--- src/rtl/rate_pkg.sv ---
package rate_pkg;
   function automatic int cnt_w(input int n);
      return (n <= 2) ? 1 : $clog2(n);
   endfunction
endpackage

--- src/rtl/rate_expand.sv ---
module rate_expand #(
   parameter int W         = 8,
   parameter int UP_R      = 3,
   parameter int STRETCH_S = 0
) (
   input  logic         clk,
   input  logic         rst,
   output logic         slot_start,
   input  logic         src_valid,
   input  logic [W-1:0] src_data,
   output logic         fast_valid,
   output logic [W-1:0] fast_data
);
   localparam int CW = rate_pkg::cnt_w(UP_R + 2);

   logic [CW-1:0] pos_q;
   logic [CW-1:0] last_pos;
   logic          long_slot;
   logic          slot_end;

   assign slot_start = (pos_q == '0);
   assign last_pos   = long_slot ? CW'(UP_R) : CW'(UP_R - 1);
   assign slot_end   = (pos_q == last_pos);

   generate
      if (STRETCH_S > 0) begin : g_stretch
         localparam int SW = rate_pkg::cnt_w(STRETCH_S);
         logic [SW-1:0] seq_q;
         assign long_slot = (seq_q == SW'(STRETCH_S - 1));
         always_ff @(posedge clk) begin
            if (rst) begin
               seq_q <= '0;
            end else if (slot_end) begin
               seq_q <= long_slot ? '0 : seq_q + 1'b1;
            end
         end
      end else begin : g_plain
         assign long_slot = 1'b0;
      end
   endgenerate

   always_ff @(posedge clk) begin
      if (rst) begin
         pos_q      <= '0;
         fast_valid <= 1'b0;
         fast_data  <= '0;
      end else begin
         pos_q      <= slot_end ? '0 : pos_q + 1'b1;
         fast_valid <= slot_start & src_valid;
         fast_data  <= (slot_start & src_valid) ? src_data : '0;
      end
   end
endmodule

--- src/rtl/rate_merge.sv ---
module rate_merge #(
   parameter int W    = 8,
   parameter int DN_R = 2
) (
   input  logic         clk,
   input  logic         rst,
   input  logic         fast_valid,
   input  logic [W-1:0] fast_data,
   output logic         grp_stb,
   output logic         grp_valid,
   output logic [W-1:0] grp_data,
   output logic         grp_drop
);
   generate
      if (DN_R == 1) begin : g_pass
         always_ff @(posedge clk) begin
            if (rst) begin
               grp_stb   <= 1'b0;
               grp_valid <= 1'b0;
               grp_data  <= '0;
            end else begin
               grp_stb   <= 1'b1;
               grp_valid <= fast_valid;
               grp_data  <= fast_valid ? fast_data : '0;
            end
         end
         assign grp_drop = 1'b0;
      end else begin : g_group
         localparam int DW = rate_pkg::cnt_w(DN_R);
         logic [DW-1:0] idx_q;
         logic          held_v;
         logic [W-1:0]  held_d;
         logic          drop_q;
         logic          closing;

         assign closing  = (idx_q == DW'(DN_R - 1));
         assign grp_drop = drop_q;

         always_ff @(posedge clk) begin
            if (rst) begin
               idx_q     <= '0;
               held_v    <= 1'b0;
               held_d    <= '0;
               drop_q    <= 1'b0;
               grp_stb   <= 1'b0;
               grp_valid <= 1'b0;
               grp_data  <= '0;
            end else begin
               drop_q  <= fast_valid & held_v;
               grp_stb <= closing;
               if (closing) begin
                  idx_q     <= '0;
                  held_v    <= 1'b0;
                  held_d    <= '0;
                  grp_valid <= held_v | fast_valid;
                  grp_data  <= held_v ? held_d : (fast_valid ? fast_data : '0);
               end else begin
                  idx_q <= idx_q + 1'b1;
                  if (!held_v && fast_valid) begin
                     held_v <= 1'b1;
                     held_d <= fast_data;
                  end
               end
            end
         end
      end
   endgenerate
endmodule

--- src/rtl/rate_bridge.sv ---
module rate_bridge #(
   parameter int W         = 8,
   parameter int UP_R      = 3,
   parameter int DN_R      = 2,
   parameter int STRETCH_S = 0
) (
   input  logic         clk,
   input  logic         rst,
   output logic         in_stb,
   input  logic         in_valid,
   input  logic [W-1:0] in_data,
   output logic         mid_valid,
   output logic [W-1:0] mid_data,
   output logic         out_stb,
   output logic         out_valid,
   output logic [W-1:0] out_data,
   output logic         out_drop
);
   // parameter legality
   generate
      if (UP_R < 1) begin : g_bad_up
         $error("rate_bridge: UP_R must be at least 1");
      end
      if (DN_R < 1) begin : g_bad_dn
         $error("rate_bridge: DN_R must be at least 1");
      end
      if (STRETCH_S < 0) begin : g_bad_s
         $error("rate_bridge: STRETCH_S must not be negative");
      end
   endgenerate

   rate_expand #(.W(W), .UP_R(UP_R), .STRETCH_S(STRETCH_S)) u_expand (
      .clk        (clk),
      .rst        (rst),
      .slot_start (in_stb),
      .src_valid  (in_valid),
      .src_data   (in_data),
      .fast_valid (mid_valid),
      .fast_data  (mid_data)
   );

   rate_merge #(.W(W), .DN_R(DN_R)) u_merge (
      .clk        (clk),
      .rst        (rst),
      .fast_valid (mid_valid),
      .fast_data  (mid_data),
      .grp_stb    (out_stb),
      .grp_valid  (out_valid),
      .grp_data   (out_data),
      .grp_drop   (out_drop)
   );
endmodule

--- config.mk ---
export PLATFORM = sky130hd
export DESIGN_NAME = rate_bridge
export DESIGN_NICKNAME = d
export VERILOG_FILES = /design/src/rtl/rate_pkg.sv /design/src/rtl/rate_expand.sv /design/src/rtl/rate_merge.sv /design/src/rtl/rate_bridge.sv
export SDC_FILE = /design/constraint.sdc
export NUM_CORES = 1
export LEC_CHECK = 0
export BUFFER_PORTS_ARGS = -buffer_cell sky130_fd_sc_hd__buf_2
export CORE_AREA = 2 2 45 63
export CTS_CLUSTER_SIZE = 12
export DETAILED_ROUTE_END_ITERATION = 6
export DIE_AREA = 0 0 47 65
export PLACE_DENSITY = 0.82
export SKIP_CTS_REPAIR_TIMING = 1
export SLEW_MARGIN = 30
export SYNTH_ARGS = -nofsm -noshare
export SYNTH_HDL_FRONTEND = slang
export SYNTH_SLANG_ARGS = --single-unit
export TNS_END_PERCENT = 20
--- constraint.sdc ---
create_clock -name clk -period 1.76 [get_ports clk]
set_clock_uncertainty 0.15 [all_clocks]
set_input_delay 0.088 -clock clk [delete_from_list [all_inputs] [get_ports clk]]
set_output_delay 0.088 -clock clk [all_outputs]
set_load 0.01 [all_outputs]
==> run_results.csv <==
group,metric,value,unit
run_status,status,"completed",
route,num_vias,943,
timing,holdWs,0.314,ns
global_routing,grt_pass1_vias,840,
clock_network,cts_tree,"yes",
clock_network,worstSkewPairLatency,0.33,ns
yosys,synth_commonest_cells,"dfxtp_1, nand2_1, a21oi_1, and2_1, nand3_1",
critical_path,r2r_setup_slack,0.29,ns
clock_network,cts-root-buf,"clkbuf_4",
yosys,post-synth-top-area-fraction,55.6,%
timing,final_hold_viol_count,0,
yosys,synth_cell_types,23,
worst_hold_path,hold_depth,2,
critical_path,r2r_start,"u_expand.pos_q[0]",
global_routing,groute.usage.overall,16.6,%
placed_design,post-place-ws,0.321,ns
yosys,ys_seq_area_share,55.6,%
critical_path,crit_required,1.52,ns
global_routing,gr-total-overflow,0,
yosys,ys_ff_latch,33,
die,fp.dieW,47,um
critical_path,reg2reg_depth,5,
worst_hold_path,worstHoldStart,"u_merge.g_group.held_d[2]",
route,drt_pre_antenna_iters,5,
clock_network,cts_buffer_depth,2,
timing,layout_min_cycle_time,1.50,ns
timing,setup_viol,0,
yosys,synth_edf_count,0,
cells_and_area,nets,179,
clock_network,clkTransAtPathRegs,0.09,ns
yosys,netlist_instances,123,
route,final_antenna_net_count,0,
timing,fin_setup_tns,0,ns
clock_network,cts_inserted_buffers,5,
placed_design,place_area,1340,sq um
route,drt_iter0_drc,8,
die,die_area,3060,sq um
route,wirelength,2330,um
yosys,synth_top_flop_cell,"dfxtp_1",
power_and_ir_drop,powerDensity,951,nW/um^2
cells_and_area,antenna_cells,0,
critical_path,critical_path.max_fanout,3,
critical_path,cp-start-kind,"register",
timing,fin_ws,0.260,ns
die,start_util,46.9,%
critical_path,crit_arrival,1.26,ns
yosys,syn_area,1190,sq um
global_routing,grt_antenna_before_repair,0,
yosys,synth_top_area_cell,"dfxtp_1",
power_and_ir_drop,vdd_drop_max,0.000684,V
yosys,synth_fp_nets,137,
placed_design,place.gp.congestion,0.683,
timing,slew_headroom,80.6,%
worst_hold_path,hold_end,"u_merge.g_group.held_d[2]",
yosys,yosys-top-cells-area,"dfxtp_1, nand2_1, a22oi_1",
die,fp.dieH,65,um
timing,grt_setup_unrepaired,"no",
yosys,yosysMostFrequentCell,"dfxtp_1",
cells_and_area,area_growth,25.8,%
route,vias_per_cell,4.69,
yosys,syn_avg_cell_area,9.65,sq um
global_routing,grt_max_degree,17,
critical_path,r2r_end,"u_expand.fast_data[7]",
timing,worstMarginPinSlew,0.292,ns
timing,slew_violations,0,
worst_hold_path,min_path_type,"reg -> reg",
critical_path,crit_type,"reg -> out",
cells_and_area,nFillCells,246,
die,rows,22,
route,wl_per_cell,11.6,um
die,num_io_pins,32,
yosys,synth_warnings,0,
cells_and_area,final_cell_area,1490,sq um
placed_design,port_buffers,31,
yosys,async_flop_share,0,%
critical_path,cp-end-kind,"output pin",
clock_network,cts.sinks,33,
die,core-area,2530,sq um
power_and_ir_drop,p_leak,0.689,nW
critical_path,startpoint,"u_expand.pos_q[0]",
placed_design,hpwl,1670,um
clock_network,cts_htree_levels,2,
run,max_cap_violations,0,
global_routing,grt_pass1_wl,3530,um
route,drc_errors,0,
cells_and_area,layout-drive-gt1-share,27.3,%
timing,clock.fmax,667,MHz
timing,final.period_utilization,85.2,%
[kinds of logic (layout without fill, tap and decap cells)]
kind of cell	Yosys count	after routing	synth area share (%)
compound gates	18	18	9.90
simple gates	57	57	24.0
flops	33	33	55.6
buf+inv	12	54	7.27
fa+ha+maj	3	3	3.16
[area by class of cell]
cell class              count  area (sq um)  area share, %
well taps                  36          45.0           3.02
clock buffers               7          55.1           3.69
multi-input cells          78           440           29.5
repair buffers             43           270           18.1
flip-flops and latches     33           661           44.2
inverters                   4          22.5           1.51
[flip-flops by register name, indices dropped and copies added, names as in the netlist]
| name | cells |
|---|---|
| u_expand.fast_data | 8 |
| u_expand.fast_valid | 1 |
| u_expand.pos_q | 3 |
| u_merge.g_group.closing | 1 |
| u_merge.g_group.held_d | 8 |
| u_merge.g_group.held_v | 1 |
| u_merge.grp_data | 8 |
| u_merge.grp_drop | 1 |
| u_merge.grp_stb | 1 |
| u_merge.grp_valid | 1 |
[cell usage in the layout (no fill, tap or decap), types with 3 or more instances in the layout]
cell           Yosys  layout
dfxtp_1           33      33
buf_2              3      31
nand2_1           25      25
dlygate4sd3_1      0      10
a21oi_1            9       9
and2_1             8       8
nand3_1            8       8
a22oi_1            7       7
nor2_1             5       5
clkbuf_4           0       5
inv_1              3       3
ha_1               3       3
[metrics by stage]
stage                     util (%)  std cells  power, mW
final                         59.0        201       1.42
after global routing          59.0        201       1.49
after CTS                     55.0        191       1.41
after detailed placement      52.9        184      0.996
after global placement        52.9        184      0.984
after floorplan                  -        123      0.945
[power breakdown]
group          leakage (nW)  internal (mW)  switching, mW  total, mW
sequential            0.268          0.782         0.0295      0.812
clock                0.0314          0.188          0.234      0.423
combinational         0.390         0.0877         0.0982      0.186
[worst max-delay path, cell delays in order, from the launching register on]
cell	delay, ns
dfxtp_1	0.37
inv_1	0.08
ha_1	0.20
nor2b_2	0.15
buf_2	0.14
[how the worst max path moves through the flow]
stage / slack (ns) / end / cells past startpoint
floorplan: 0.30 / u_expand.fast_data[0] / 6
global placement: 0.38 / u_expand.fast_data[2] / 5
detailed placement: 0.32 / u_expand.fast_data[7] / 5
CTS: 0.24 / in_stb / 4
global route: 0.20 / in_stb / 4
finish: 0.26 / in_stb / 4
[per-layer routing]
| metal | wire length (um) | GRT usage (%) |
|---|---|---|
| met2 | 1310 | 27.1 |
| met3 | 120 | 7.52 |
| met1 | 855 | 17.0 |
| met5 | 0 | 0 |
| met4 | 47 | 8.33 |
Power figures use the tool's default switching activity.
